$ cat config.mk
export PLATFORM = sky130hd
export DESIGN_NAME = xtrig_ctrl
export DESIGN_NICKNAME = d
export VERILOG_FILES = /design/src/rtl/xtrig_pkg.sv /design/src/rtl/xtrig_regs.sv /design/src/rtl/xtrig_route.sv /design/src/rtl/xtrig_latch.sv /design/src/rtl/xtrig_ctrl.sv
export SDC_FILE = /design/constraint.sdc
export NUM_CORES = 1
export LEC_CHECK = 0
export BUFFER_PORTS_ARGS = -buffer_cell sky130_fd_sc_hd__buf_2
export CAP_MARGIN = 20
export CORE_MARGIN = 1
export CORE_UTILIZATION = 60
export DETAILED_ROUTE_END_ITERATION = 10
export HOLD_SLACK_MARGIN = 0.06
export PLACE_DENSITY = 0.87
export SLEW_MARGIN = 20
export SYNTH_ARGS = -nofsm -noshare
export SYNTH_HDL_FRONTEND = slang
export SYNTH_SLANG_ARGS = --single-unit
export TNS_END_PERCENT = 20
$ cat constraint.sdc
create_clock -name clk_i -period 3.5 [get_ports clk_i]
set_input_delay 0.7 -clock clk_i [delete_from_list [all_inputs] [get_ports clk_i]]
set_output_delay 0.7 -clock clk_i [all_outputs]
set_load 0.02 [all_outputs]
$ cat src/rtl/xtrig_pkg.sv
package xtrig_pkg;
  localparam int OFS_CTRL  = 'h000;
  localparam int OFS_ACK   = 'h010;
  localparam int OFS_PULSE = 'h01C;
  localparam int OFS_INEN  = 'h020;
  localparam int OFS_OUTEN = 'h0A0;
  localparam int OFS_GATE  = 'h140;
  localparam int OFS_ITOUT = 'hEE8;
  localparam int OFS_LOCK  = 'hFB0;
  localparam logic [31:0] UNLOCK_KEY = 32'hC5AC_CE55;
endpackage

$ cat src/rtl/xtrig_regs.sv
module xtrig_regs
  import xtrig_pkg::*;
#(
  parameter int N_TI   = 8,
  parameter int N_TO   = 8,
  parameter int N_CH   = 4,
  parameter int ADDR_W = 12
) (
  input  logic                       clk_i,
  input  logic                       rst_ni,
  input  logic                       req_i,
  input  logic                       we_i,
  input  logic [ADDR_W-1:0]          addr_i,
  input  logic [31:0]                wdata_i,
  output logic [31:0]                rdata_o,
  output logic                       en_o,
  output logic [N_CH-1:0]            gate_o,
  output logic [N_TI-1:0][N_CH-1:0]  in_en_o,
  output logic [N_TO-1:0][N_CH-1:0]  out_en_o,
  output logic [N_TO-1:0]            itout_o,
  output logic [N_CH-1:0]            pulse_o,
  output logic [N_TO-1:0]            ack_o,
  output logic                       locked_o
);
  logic wr, rd, wr_ok;
  logic hit_ctrl, hit_ack, hit_pulse, hit_gate, hit_itout, hit_lock;
  logic [N_TI-1:0] hit_in;
  logic [N_TO-1:0] hit_out;
  logic locked_q, en_q;
  logic [N_CH-1:0] gate_q, pulse_q;
  logic [N_TO-1:0] itout_q;
  logic [N_TI-1:0][N_CH-1:0] in_en_q;
  logic [N_TO-1:0][N_CH-1:0] out_en_q;
  logic [31:0] rd_val, rdata_q;

  assign wr    = req_i & we_i;
  assign rd    = req_i & ~we_i;
  assign wr_ok = wr & ~locked_q;

  assign hit_ctrl  = (addr_i == ADDR_W'(OFS_CTRL));
  assign hit_ack   = (addr_i == ADDR_W'(OFS_ACK));
  assign hit_pulse = (addr_i == ADDR_W'(OFS_PULSE));
  assign hit_gate  = (addr_i == ADDR_W'(OFS_GATE));
  assign hit_itout = (addr_i == ADDR_W'(OFS_ITOUT));
  assign hit_lock  = (addr_i == ADDR_W'(OFS_LOCK));

  for (genvar i = 0; i < N_TI; i++) begin : g_in
    assign hit_in[i] = (addr_i == ADDR_W'(OFS_INEN + 4*i));
    always_ff @(posedge clk_i or negedge rst_ni) begin
      if (!rst_ni)                 in_en_q[i] <= '0;
      else if (wr_ok && hit_in[i]) in_en_q[i] <= wdata_i[N_CH-1:0];
    end
  end

  for (genvar j = 0; j < N_TO; j++) begin : g_out
    assign hit_out[j] = (addr_i == ADDR_W'(OFS_OUTEN + 4*j));
    always_ff @(posedge clk_i or negedge rst_ni) begin
      if (!rst_ni)                  out_en_q[j] <= '0;
      else if (wr_ok && hit_out[j]) out_en_q[j] <= wdata_i[N_CH-1:0];
    end
  end

  always_ff @(posedge clk_i or negedge rst_ni) begin
    if (!rst_ni) begin
      locked_q <= 1'b1;
      en_q     <= 1'b0;
      gate_q   <= '0;
      itout_q  <= '0;
      pulse_q  <= '0;
    end else begin
      if (wr && hit_lock)       locked_q <= (wdata_i != UNLOCK_KEY);
      if (wr_ok && hit_ctrl)    en_q     <= wdata_i[0];
      if (wr_ok && hit_gate)    gate_q   <= wdata_i[N_CH-1:0];
      if (wr_ok && hit_itout)   itout_q  <= wdata_i[N_TO-1:0];
      // self-clearing: one cycle of channel event per write
      pulse_q <= (wr_ok && hit_pulse) ? wdata_i[N_CH-1:0] : '0;
    end
  end

  assign ack_o = (wr_ok && hit_ack) ? wdata_i[N_TO-1:0] : '0;

  always_comb begin
    rd_val = '0;
    if (hit_ctrl)  rd_val[0]        = en_q;
    if (hit_gate)  rd_val[N_CH-1:0] = gate_q;
    if (hit_itout) rd_val[N_TO-1:0] = itout_q;
    for (int i = 0; i < N_TI; i++)
      if (hit_in[i]) rd_val[N_CH-1:0] = in_en_q[i];
    for (int j = 0; j < N_TO; j++)
      if (hit_out[j]) rd_val[N_CH-1:0] = out_en_q[j];
  end

  always_ff @(posedge clk_i or negedge rst_ni) begin
    if (!rst_ni)  rdata_q <= '0;
    else if (rd)  rdata_q <= rd_val;
  end

  assign rdata_o  = rdata_q;
  assign en_o     = en_q;
  assign gate_o   = gate_q;
  assign in_en_o  = in_en_q;
  assign out_en_o = out_en_q;
  assign itout_o  = itout_q;
  assign pulse_o  = pulse_q;
  assign locked_o = locked_q;
endmodule

$ cat src/rtl/xtrig_route.sv
module xtrig_route #(
  parameter int N_TI = 8,
  parameter int N_CH = 4
) (
  input  logic                      en_i,
  input  logic [N_CH-1:0]           gate_i,
  input  logic [N_TI-1:0][N_CH-1:0] in_en_i,
  input  logic [N_CH-1:0]           pulse_i,
  input  logic [N_TI-1:0]           trig_in_i,
  input  logic [N_CH-1:0]           chan_in_i,
  output logic [N_CH-1:0]           chan_out_o,
  output logic [N_CH-1:0]           chan_evt_o
);
  logic [N_CH-1:0][N_TI-1:0] tap;
  logic [N_CH-1:0] local_evt;

  for (genvar c = 0; c < N_CH; c++) begin : g_ch
    for (genvar i = 0; i < N_TI; i++) begin : g_tap
      assign tap[c][i] = trig_in_i[i] & in_en_i[i][c];
    end
    assign local_evt[c] = (|tap[c]) | pulse_i[c];
  end

  // gate only filters traffic to and from the matrix
  assign chan_out_o = {N_CH{en_i}} & gate_i & local_evt;
  assign chan_evt_o = {N_CH{en_i}} & (local_evt | (gate_i & chan_in_i));
endmodule

$ cat src/rtl/xtrig_latch.sv
module xtrig_latch #(
  parameter int N_TO = 8,
  parameter int N_CH = 4
) (
  input  logic                      clk_i,
  input  logic                      rst_ni,
  input  logic [N_CH-1:0]           chan_evt_i,
  input  logic [N_TO-1:0][N_CH-1:0] out_en_i,
  input  logic [N_TO-1:0]           ack_i,
  input  logic [N_TO-1:0]           itout_i,
  output logic [N_TO-1:0]           trig_q_o,
  output logic [N_TO-1:0]           trig_out_o
);
  logic [N_TO-1:0] set, trig_q;

  for (genvar j = 0; j < N_TO; j++) begin : g_set
    assign set[j] = |(chan_evt_i & out_en_i[j]);
  end

  always_ff @(posedge clk_i or negedge rst_ni) begin
    if (!rst_ni) trig_q <= '0;
    else         trig_q <= (trig_q & ~ack_i) | set;  // set beats ack
  end

  assign trig_q_o   = trig_q;
  assign trig_out_o = trig_q | itout_i;
endmodule

$ cat src/rtl/xtrig_ctrl.sv
module xtrig_ctrl #(
  parameter int N_TI   = 8,
  parameter int N_TO   = 8,
  parameter int N_CH   = 4,
  parameter int ADDR_W = 12
) (
  input  logic              clk_i,
  input  logic              rst_ni,
  input  logic              req_i,
  input  logic              we_i,
  input  logic [ADDR_W-1:0] addr_i,
  input  logic [31:0]       wdata_i,
  output logic [31:0]       rdata_o,
  input  logic [N_TI-1:0]   trig_in_i,
  output logic [N_TO-1:0]   trig_out_o,
  input  logic [N_CH-1:0]   chan_in_i,
  output logic [N_CH-1:0]   chan_out_o
);
  logic                      ctrl_en, locked;
  logic [N_CH-1:0]           gate, pulse, chan_evt;
  logic [N_TI-1:0][N_CH-1:0] in_en;
  logic [N_TO-1:0][N_CH-1:0] out_en;
  logic [N_TO-1:0]           itout, ack, trig_q;

  xtrig_regs #(.N_TI(N_TI), .N_TO(N_TO), .N_CH(N_CH), .ADDR_W(ADDR_W)) u_regs (
    .clk_i, .rst_ni, .req_i, .we_i, .addr_i, .wdata_i, .rdata_o,
    .en_o(ctrl_en), .gate_o(gate), .in_en_o(in_en), .out_en_o(out_en),
    .itout_o(itout), .pulse_o(pulse), .ack_o(ack), .locked_o(locked)
  );

  xtrig_route #(.N_TI(N_TI), .N_CH(N_CH)) u_route (
    .en_i(ctrl_en), .gate_i(gate), .in_en_i(in_en), .pulse_i(pulse),
    .trig_in_i, .chan_in_i, .chan_out_o, .chan_evt_o(chan_evt)
  );

  xtrig_latch #(.N_TO(N_TO), .N_CH(N_CH)) u_latch (
    .clk_i, .rst_ni, .chan_evt_i(chan_evt), .out_en_i(out_en),
    .ack_i(ack), .itout_i(itout), .trig_q_o(trig_q), .trig_out_o
  );
endmodule

==> impl_metrics.yaml, run 1 <==
run_status:
  status: "finished, final reports clean"
floorplanning:
  die_area_um2: 9513
  core_area_um2: 8763
  start_util: 0.6249
  die_y_um: 97.54
  ios: 104
  num_rows: 34
  die_w_um: 97.54
routing:
  viasPerCell: 6.934
  wl_mm: 17.07
  drc: 0
  drtIter0Drc: 646
  wl_per_cell_um: 23.39
  vias: 5062
  dr.pass1.iters: 7
  ant_nets: 0
clocking:
  postCtsHoldBufs: 0
  clkLatencyLatePin_ps: 370
  cts_sinks: 98
  clockRootBuffer: "clkbuf_8"
  cts_max_level: 3
  clk_pin_slew_worst_paths_ps: 110
  cts_tree: "done"
  clock_path_buffers: 2
  cts_buffers: 9
  cts_setup_buffers: 0
  post_cts_resized: 0
pwr:
  ir_drop_mv: 0.2088
  pwr-share-comb: 0.087
  power_leakage_nw: 3.036
  p_int_mw: 1.503
  p_sw_uw: 571.3
  p_clk_frac: 0.364
  power_density_nw_per_um2: 337.1
  seq_power_share: 0.549
  swShare: 0.2754
synth:
  ys_types: 63
  synthesis.area_um2: 5477
  synth-seq-cells: 98
  synth-compound-area-share: 0.1289
  synth_mux_area_frac: 0.1560
  yosysWarningCount: 0
  synth_top_family_by_area: "simple AND/OR/NAND/NOR gates"
  ys_seq_area_frac: 0.4480
  synth-simple-area-share: 0.2102
  synthAdderAreaFrac: 0
  synthArstFlopShare: 1.000
  syn_area_per_cell_um2: 10.24
  synthXorXnorAreaFrac: 0
  syn_inst: 535
  synth_edf_count: 0
  synth_top_flop_cell: "dfrtp_1"
worst_setup_path:
  timing.rr.start: "u_regs.in_en_o[15]$_DFFE_PN0P_"
  worstPathArrival_ps: 2940
  crit_required_ps: 3760
  critical_path_class: "input port to flip-flop"
  r2r_slack_ps: 1280
  r2r_end: "u_latch.trig_q_o[2]$_DFF_PN0_"
  crit_fanout: 8
  worst_r2r_path_depth: 7
  end_kind: "flip-flop"
  start_kind: "input port"
layout:
  final-instance-count-excl-fill: 730
  n_antenna_cell: 0
  finish.instance_area_um2: 6153
  final_nets: 677
  drive_gt1_frac: 0.3360
  area_growth_pct: 12.36
  finish.utilization: 0.7022
timing:
  clock.fmax_ghz: 0.3735
  setup_viol: 0
  setup_ws_ps: 822.7
  fin_worst_skew_ps: 15.14
  slew_violations: 0
  fin_crit_ps: 2677
  fin_crit_sh: 0.7650
  rsz0062_at_grt: "no"
  slew_headroom: 0.4618
  worst_pin_slew_ps: 807.3
  final-hold-violation-count: 0
  finalSetupTns_ps: 0
global_routing:
  grtUsageTotal: 0.3731
  grt_max_degree: 62
  grt_pass1_vias: 4921
  antenna_found_initial: 0
  grt_pass1_wl_mm: 26.95
  gr-total-overflow: 0
hold_path:
  hp-class: "input port to asynchronous set/reset pin"
placement:
  io_buffers: 79
  gp_congestion: 0.9754
  place_area_um2: 5946
  dpl.hpwl_mm: 12.47
  dp_cells: 714
  dp_slack_ps: 495.9
flow_run:
  cap_viol_max_count: 0
==> cells in the mapped netlist, types with 2 or more instances <==
cell type	count	area [um^2]
nand3_1	27	135.1
inv_1	6	22.52
nand3b_1	3	22.52
buf_4	25	187.7
a32o_1	2	20.02
o211ai_1	2	15.01
and2_1	4	25.02
a221oi_1	8	70.07
nor2_1	31	116.4
clkbuf_1	18	67.56
a2111oi_0	2	17.52
o22ai_1	4	25.02
dfrtp_1	97	2427
mux2_2	75	844.6
a222oi_1	12	120.1
a22oi_1	11	82.58
a22o_1	5	43.79
or2_2	10	62.56
a31oi_1	3	18.77
buf_2	6	30.03
nand4b_1	3	26.28
or4_1	2	15.01
a21oi_1	14	70.07
o2111ai_1	3	26.28
nor4bb_1	6	60.06
nand2b_1	3	18.77
a211oi_1	2	15.01
nand4_1	8	50.05
nor4_1	7	43.79
nor2b_1	3	18.77
nor4b_1	4	35.03
nand2_1	62	232.7
nor3_1	16	80.08
a311oi_1	2	17.52
and3_1	8	50.05
a221o_1	4	40.04
o21ai_0	11	55.05
==> layer usage <==
metal | routed length (um) | track usage | share of wire | up-vias
li1 | - | - | - | 2131
met1 | 6862 | 0.5393 | 0.40 | 2455
met2 | 7588 | 0.5508 | 0.44 | 413
met3 | 2090 | 0.08345 | 0.12 | 63
met4 | 531 | 0.1414 | 0.031 | 0
met5 | 0 | 0 | 0 | -
==> logic make-up (layout without fill, tap and decap cells) <==
kind of cell / Yosys count / after routing
AO/OA/AOI/OAI: 93 / 93
flip-flops: 98 / 98
buffers and inverters: 55 / 119
other: 1 / 24
multiplexers: 76 / 76
AND/OR/NAND/NOR: 212 / 212
==> cell type report <==
cell class | count | area (um^2)
fillers | 676 | 2610
repair buffers | 97 | 533.0
clock buffers | 11 | 151.4
clock inverters | 5 | 56.30
well taps | 108 | 135.1
flip-flops and latches | 98 | 2454
multi-input cells | 405 | 2801
inverters | 6 | 22.52
==> how the worst max path moves through the flow <==
stage,startpoint,slack (ps),endpoint
floorplan,addr_i[8],930,u_regs.rdata_o[3]$_DFFE_PN0P_
global placement,addr_i[8],530,u_regs.rdata_o[3]$_DFFE_PN0P_
detailed placement,addr_i[8],500,u_regs.out_en_o[12]$_DFFE_PN0P_
CTS,addr_i[8],880,u_regs.out_en_o[12]$_DFFE_PN0P_
global route,addr_i[8],680,u_regs.rdata_o[3]$_DFFE_PN0P_
finish,addr_i[8],820,u_regs.out_en_o[12]$_DFFE_PN0P_
==> through the flow <==
| stage | hold slack (ps) | power (mW) |
|---|---|---|
| 2_1_floorplan | 404.4 | 1.262 |
| 3_3_place_gp | 446.9 | 1.334 |
| 3_5_place_dp | 457.7 | 1.338 |
| 4_1_cts | 428.1 | 2.080 |
| 5_1_grt | 440.0 | 2.135 |
| 6_report | 378.2 | 2.074 |
==> critical path, cell delays in order <==
cell	delay, ps
buf_2	130
or4_1	680
nor3_1	600
nand2_1	210
nor2_2	240
mux2_2	370
==> sequential cells by signal, summed over array words and instances, names as in the netlist, 4 cells and up <==
name and cells:
u_regs.rdata_o 8, u_latch.trig_q_o 8, u_regs.gate_o 4, u_regs.itout_o 8, u_regs.pulse_o 4, u_regs.out_en_o 32
u_regs.in_en_o 32
==> placed cells by master, fill, tap and decap left out, types with 7 or more instances in the layout <==
cell,count
a21oi_1,14
a221oi_1,8
a222oi_1,12
a22oi_1,11
and3_1,8
buf_2,78
buf_4,19
clkbuf_8,11
conb_1,24
dfrtp_1,97
mux2_2,75
nand2_1,62
nand3_1,27
nand4_1,8
nor2_1,31
nor3_1,16
nor4_1,7
o21ai_0,11
or2_2,10
==> power by group through the flow <==
stage,sequential (mW),clock (mW),combinational [mW]
2_1_floorplan,1.16,0,0.100
3_3_place_gp,1.16,0,0.173
3_5_place_dp,1.16,0,0.178
4_1_cts,1.14,0.763,0.178
5_1_grt,1.14,0.802,0.194
6_report,1.14,0.755,0.180
Power figures use the tool's default switching activity.
==> run 2, diff against run 1 <==
--- a/config.mk
+++ b/config.mk
@@ -8,10 +8,10 @@
 export BUFFER_PORTS_ARGS = -buffer_cell sky130_fd_sc_hd__buf_2
 export CAP_MARGIN = 20
 export CORE_MARGIN = 1
-export CORE_UTILIZATION = 60
+export CORE_UTILIZATION = 51
 export DETAILED_ROUTE_END_ITERATION = 10
 export HOLD_SLACK_MARGIN = 0.06
-export PLACE_DENSITY = 0.87
+export PLACE_DENSITY = 0.79
 export SLEW_MARGIN = 20
 export SYNTH_ARGS = -nofsm -noshare
 export SYNTH_HDL_FRONTEND = slang
==> constraint.sdc (replaced) <==
create_clock -name clk_i -period 2.3 [get_ports clk_i]
set_input_delay 0.46 -clock clk_i [delete_from_list [all_inputs] [get_ports clk_i]]
set_output_delay 0.46 -clock clk_i [all_outputs]
set_load 0.02 [all_outputs]
==> run 2 against run 1 <==
  * Routed wire length up 7.3%
  * Final area up 9.7%
  * Cell count up 12%
  * Sequential power up 52%
  * Critical path type is now flip-flop to primary output
  * First-iteration DRC count down 8.0%
  * Non-clock buffer count up 62
  * Critical endpoint is now chan_out_o[3]
  * Highest routed layer unchanged
  * Utilization down 5.1 points
  * Setup slack worse by 780 ps
  * Sequential cell count unchanged
  * Power up 66%
  * Global-route usage down 3.5 points
  * Via count up 2.0%
  * Largest power group unchanged
==> impl_metrics.yaml, run 2 (synthesized netlist as in run 1, its figures left out) <==
clocking:
  cts_tree: "done"
  postCtsHoldBufs: 0
  clockRootBuffer: "clkbuf_8"
  clock_path_buffers: 2
  cts_sinks: 98
  clkLatencyLatePin_ps: 380
  cts_buffers: 9
  cts_max_level: 3
  clk_pin_slew_worst_paths_ps: 100
routing:
  dr.pass1.iters: 5
  ant_nets: 0
  drtIter0Drc: 594
  drc: 0
  wl_per_cell_um: 22.34
  wl_mm: 18.32
  vias: 5163
  viasPerCell: 6.296
worst_setup_path:
  worstPathArrival_ps: 1800
  end_kind: "primary output"
  start_kind: "flip-flop"
  crit_fanout: 3
  worst_r2r_path_depth: 8
  critical_path_class: "flip-flop to primary output"
  crit_required_ps: 1840
timing:
  fin_worst_skew_ps: 12.76
  slew_headroom: 0.5900
  clock.fmax_ghz: 0.4428
  rsz0062_at_grt: "yes"
  final-hold-violation-count: 0
  finalSetupTns_ps: 0
  setup_viol: 0
  slew_violations: 0
  worst_pin_slew_ps: 606.7
  fin_crit_ps: 2258
  fin_crit_sh: 0.9820
placement:
  dp_cells: 801
  gp_congestion: 1.021
  io_buffers: 79
  dpl.hpwl_mm: 13.54
  place_area_um2: 6454
global_routing:
  grt_pass1_wl_mm: 28.01
  gr-total-overflow: 0
  antenna_found_initial: 1
  grtUsageTotal: 0.3377
  grt_max_degree: 99
  grt_pass1_vias: 5068
floorplanning:
  die_y_um: 105.6
  core_area_um2: 10370
  start_util: 0.5281
  ios: 104
  die_w_um: 105.6
  num_rows: 37
  die_area_um2: 11160
pwr:
  power_density_nw_per_um2: 508.8
  ir_drop_mv: 0.4282
  power_leakage_nw: 3.380
layout:
  finish.instance_area_um2: 6749
  final_cell_mix: "dfrtp_1 (97), buf_4 (79), buf_2 (78), mux2_2 (75), nand2_1 (62)"
  nFillCells: 829
  area_growth_pct: 23.24
  final-instance-count-excl-fill: 820
  final_nets: 739
  drive_gt1_frac: 0.4035
  n_antenna_cell: 0
  final_common_cell: "dfrtp_1"
flow_run:
  cap_viol_max_count: 0
run_status:
  status: "finished, final reports clean"
hold_path:
  hp-class: "input port to asynchronous set/reset pin"
run 2: cell count changes in the layout (fill, tap and decap cells not counted), moves of 2 or more:
| cell | change |
|---|---|
| buf_12 | +2 |
| a221oi_1 | -4 |
| bufinv_16 | +3 |
| clkbuf_8 | -2 |
| buf_4 | +60 |
| a221oi_2 | +4 |
run 2: worst paths after layout:
check                                               start  slack [ps]                              to
min in group clk_i                             wdata_i[7]         350   u_regs.itout_o[7]$_DFFE_PN0P_
max                        u_regs.in_en_o[15]$_DFFE_PN0P_          40                   chan_out_o[3]
min reg2reg                 u_regs.rdata_o[5]$_DFFE_PN0P_         470   u_regs.rdata_o[5]$_DFFE_PN0P_
max in group asynchronous                          rst_ni        1760  u_regs.in_en_o[25]$_DFFE_PN0P_
min                                                rst_ni         100   u_regs.itout_o[7]$_DFFE_PN0P_
max reg2reg                u_regs.in_en_o[13]$_DFFE_PN0P_          50   u_latch.trig_q_o[6]$_DFF_PN0_
run 2: per-layer routing:
metal	global-route usage	up-vias	wire, um	share of wire
met5	0	-	0	0
met4	0.1300	0	471	0.026
met3	0.06494	41	1811	0.099
met2	0.5320	357	8255	0.45
met1	0.4627	2506	7780	0.42
li1	-	2259	-	-
run 2: through the flow:
step                setup slack [ps]    util  hold WS [ps]  total power [mW]
floorplan                     -30.33       -         164.4             1.920
global placement              -208.9  0.6223         445.4             2.075
detailed placement            -268.4  0.6223         450.1             2.080
CTS                           -34.89  0.6474         152.1             3.435
global route                  -15.86  0.6508         155.9             3.533
finish                         41.51  0.6508         97.45             3.434
run 2: cell type report:
class / count / area (um^2) / share of cell area
clock buffers: 9 / 123.9 / 0.01835
inverters: 6 / 22.52 / 0.003337
flip-flops and latches: 98 / 2454 / 0.3636
multi-input cells: 405 / 2831 / 0.4195
clock inverters: 7 / 123.9 / 0.01835
repair buffers: 159 / 1023 / 0.1516
well taps: 136 / 170.2 / 0.02521
run 2: critical path: stages (launching register included):
cell and delay [ps]:
dfrtp_1 450, a22o_1 270, a221oi_2 210, nand3_1 170
and3_1 180, buf_2 150
run 2: power by group:
group	internal [mW]	switching [mW]
Sequential	1.73	0.00524
Combinational	0.109	0.211
Clock	0.736	0.646
Total	2.57	0.862
run 2: what timing repair did:
item                                    4_1_cts  5_1_grt
gates resized for setup                       2        2
endpoints found under the hold margin         0        0
endpoints found under the setup margin        3        4
pin swaps                                     0        5
buffers inserted                              0        3
==> run 3, diff against run 2 <==
--- a/config.mk
+++ b/config.mk
@@ -5,13 +5,14 @@
 export SDC_FILE = /design/constraint.sdc
 export NUM_CORES = 1
 export LEC_CHECK = 0
+export ABC_AREA = 1
 export BUFFER_PORTS_ARGS = -buffer_cell sky130_fd_sc_hd__buf_2
 export CAP_MARGIN = 20
 export CORE_MARGIN = 1
-export CORE_UTILIZATION = 51
+export CORE_UTILIZATION = 50
 export DETAILED_ROUTE_END_ITERATION = 10
 export HOLD_SLACK_MARGIN = 0.06
-export PLACE_DENSITY = 0.79
+export PLACE_DENSITY = 0.78
 export SLEW_MARGIN = 20
 export SYNTH_ARGS = -nofsm -noshare
 export SYNTH_HDL_FRONTEND = slang
==> run 3 against run 2 <==
  * Synthesized cell count grew 26%
  * Fmax grew 2.6%
  * Register-to-register slack gained 140 ps
  * Highest routed layer unchanged
  * Hold slack gained 280 ps
  * Clock power shrank 26%
  * Via count grew 1.3%
  * Final area shrank 9.7%
  * Clock skew grew 1.6 ps
  * Sequential cell count is the same
  * Routed wire length shrank 16%
  * Setup slack gained 57 ps
  * Non-clock buffer count shrank 48
==> impl_metrics.yaml, run 3 <==
routing:
  vias: 5232
  wl_mm: 15.39
  routed.top_layer: "met4"
  met3_length_mm: 1.393
  wl_met1_mm: 6.561
  drc: 0
  wl_met2_mm: 7.074
  ant_nets: 0
  viasPerCell: 5.668
  wl_per_cell_um: 16.67
  dr.pass1.iters: 6
  drtIter0Drc: 515
timing:
  slew_headroom: 0.4427
  finalSetupTns_ps: 0
  setup_viol: 0
  fin_worst_skew_ps: 14.39
  setup_ws_ps: 98.87
  fin_crit_sh: 0.9570
  clock.fmax_ghz: 0.4543
  final-hold-violation-count: 0
  worst_pin_slew_ps: 836.0
  slew_violations: 0
  fin_crit_ps: 2201
  rsz0062_at_grt: "no"
clocking:
  cts_setup_buffers: 0
  clkLatencyLatePin_ps: 380
  clockRootBuffer: "clkbuf_8"
  clock_path_buffers: 2
  cts_buffers: 9
  cts_tree: "done"
  cts_sinks: 98
  clk_pin_slew_worst_paths_ps: 90
  cts_max_level: 3
worst_setup_path:
  end_kind: "primary output"
  worstPathArrival_ps: 1740
  crit_start: "u_regs.in_en_o[5]$_DFFE_PN0P_"
  critical_path_class: "flip-flop to primary output"
  timing.rr.start: "u_regs.in_en_o[11]$_DFFE_PN0P_"
  crit_required_ps: 1840
  start_kind: "flip-flop"
  crit_fanout: 3
global_routing:
  grt_max_degree: 47
  grtUsageTotal: 0.2977
  antenna_found_initial: 0
  grt_pass1_vias: 4974
  grt_pass1_wl_mm: 25.08
  gr-total-overflow: 0
placement:
  place_area_um2: 5883
  io_buffers: 79
  dpl.hpwl_mm: 11.86
  dp_slack_ps: 11.51
  dp_cells: 906
  gp_congestion: 0.9832
pwr:
  power_density_nw_per_um2: 493.9
  finalPower_mw: 3.011
  power_leakage_nw: 2.985
  ir_drop_mv: 0.2578
floorplanning:
  die_w_um: 104.4
  core_area_um2: 10230
  die_y_um: 104.4
  num_rows: 37
  start_util: 0.5128
  ios: 104
  die_area_um2: 10910
synth:
  synth_edf_count: 0
  synth-seq-cells: 98
  yosysMostFrequentCell: "nand2_1"
  synth_top_flop_cell: "dfrtp_1"
  synth_common_cells: "nand2_1 (208), dfrtp_1 (97), o21ai_0 (94)"
  syn_inst: 675
  yosys.area.top_type: "dfrtp_1"
  syn_area_per_cell_um2: 7.772
  synthesis.area_um2: 5246
  synth_top_area_frac: 0.4627
  ys_types: 40
  ys_seq_area_frac: 0.4677
  yosysWarningCount: 0
  synthArstFlopShare: 1.000
  ys_top_cells_by_area: "dfrtp_1 (46%), nand2_1 (15%), o21ai_0 (9.0%), nand4_1 (4.5%), inv_1 (3.9%)"
layout:
  final_common_cell: "nand2_1"
  drive_gt1_frac: 0.1982
  finish.instance_area_um2: 6097
  n_antenna_cell: 0
  final_nets: 842
  final_cell_mix: "nand2_1 (208), dfrtp_1 (97), o21ai_0 (94), buf_2 (78), inv_1 (54)"
  final-instance-count-excl-fill: 923
  nFillCells: 940
  area_growth_pct: 16.22
run_status:
  status: "finished, final reports clean"
hold_path:
  hp-start: "wdata_i[6]"
  hp-class: "input port to flip-flop"
flow_run:
  cap_viol_max_count: 0
run 3: cell count changes after synthesis, sizes merged, moves of 8 or more:
| cell | delta |
|---|---|
| nand4 | +30 |
| clkbuf | -8 |
| inv | +51 |
| nand2 | +147 |
| nor2 | +17 |
| o21ai | +82 |
| mux2 | -74 |
| a222oi | -12 |
| a21oi | -10 |
| a22oi | -11 |
run 3: logic make-up after synthesis:
family | synth area share
multiplexers | 0.002146
AO/OA/AOI/OAI | 0.1216
other | 0.0007148
AND/OR/NAND/NOR | 0.3165
buffers and inverters | 0.09134
flip-flops | 0.4677
run 3: through the flow:
step / hold WS, ps / utilization
floorplan: 164.4 / -
detailed placement: 391.1 / 0.5750
finish: 379.3 / 0.5959
CTS: 371.4 / 0.5936
global route: 409.5 / 0.5959
global placement: 382.4 / 0.5750
run 3: area by class of cell:
| type | instances | area (um^2) | share of cell area |
|---|---|---|---|
| flip-flops and latches | 98 | 2454 | 0.4024 |
| clock inverters | 6 | 41.29 | 0.006772 |
| multi-input cells | 505 | 2425 | 0.3977 |
| repair buffers | 111 | 653.1 | 0.1071 |
| inverters | 57 | 216.5 | 0.03550 |
| well taps | 136 | 170.2 | 0.02791 |
| clock buffers | 10 | 137.6 | 0.02257 |
run 3: timing repair:
item	in CTS	in global routing
setup endpoints to repair	1	5
hold buffers	1	0
pin swaps	0	1
gates resized for setup	1	5
endpoints found under the hold margin	23	0
run 3: final timing paths:
path	depth (start not counted)	slack (ps)	to
max	6	100	chan_out_o[1]
min	3	380	u_regs.itout_o[6]$_DFFE_PN0P_
max reg2reg	11	190	u_latch.trig_q_o[5]$_DFF_PN0_
min reg2reg	2	490	u_regs.rdata_o[5]$_DFFE_PN0P_
max in group asynchronous	3	1090	u_regs.in_en_o[25]$_DFFE_PN0P_
min in group asynchronous	2	520	u_regs.rdata_o[0]$_DFFE_PN0P_
run 3: power breakdown:
group | switching (mW) | total [mW] | internal, mW
Clock | 0.598 | 1.02 | 0.422
Sequential | 0.00339 | 1.73 | 1.72
Combinational | 0.188 | 0.263 | 0.0757
run 3: metal layers:
layer  track usage  up-vias
met5             0        -
li1              -     2416
met1        0.4150     2474
met2        0.4688      307
met3       0.05326       35
met4        0.1000        0
run 3: worst max-delay path: stages, from the launching register on:
cell and delay (ps):
dfrtp_1 440, nand2_1 90, nand4_1 120, a2111oi_2 330, buf_4 180, nor3_1 50
buf_2 160
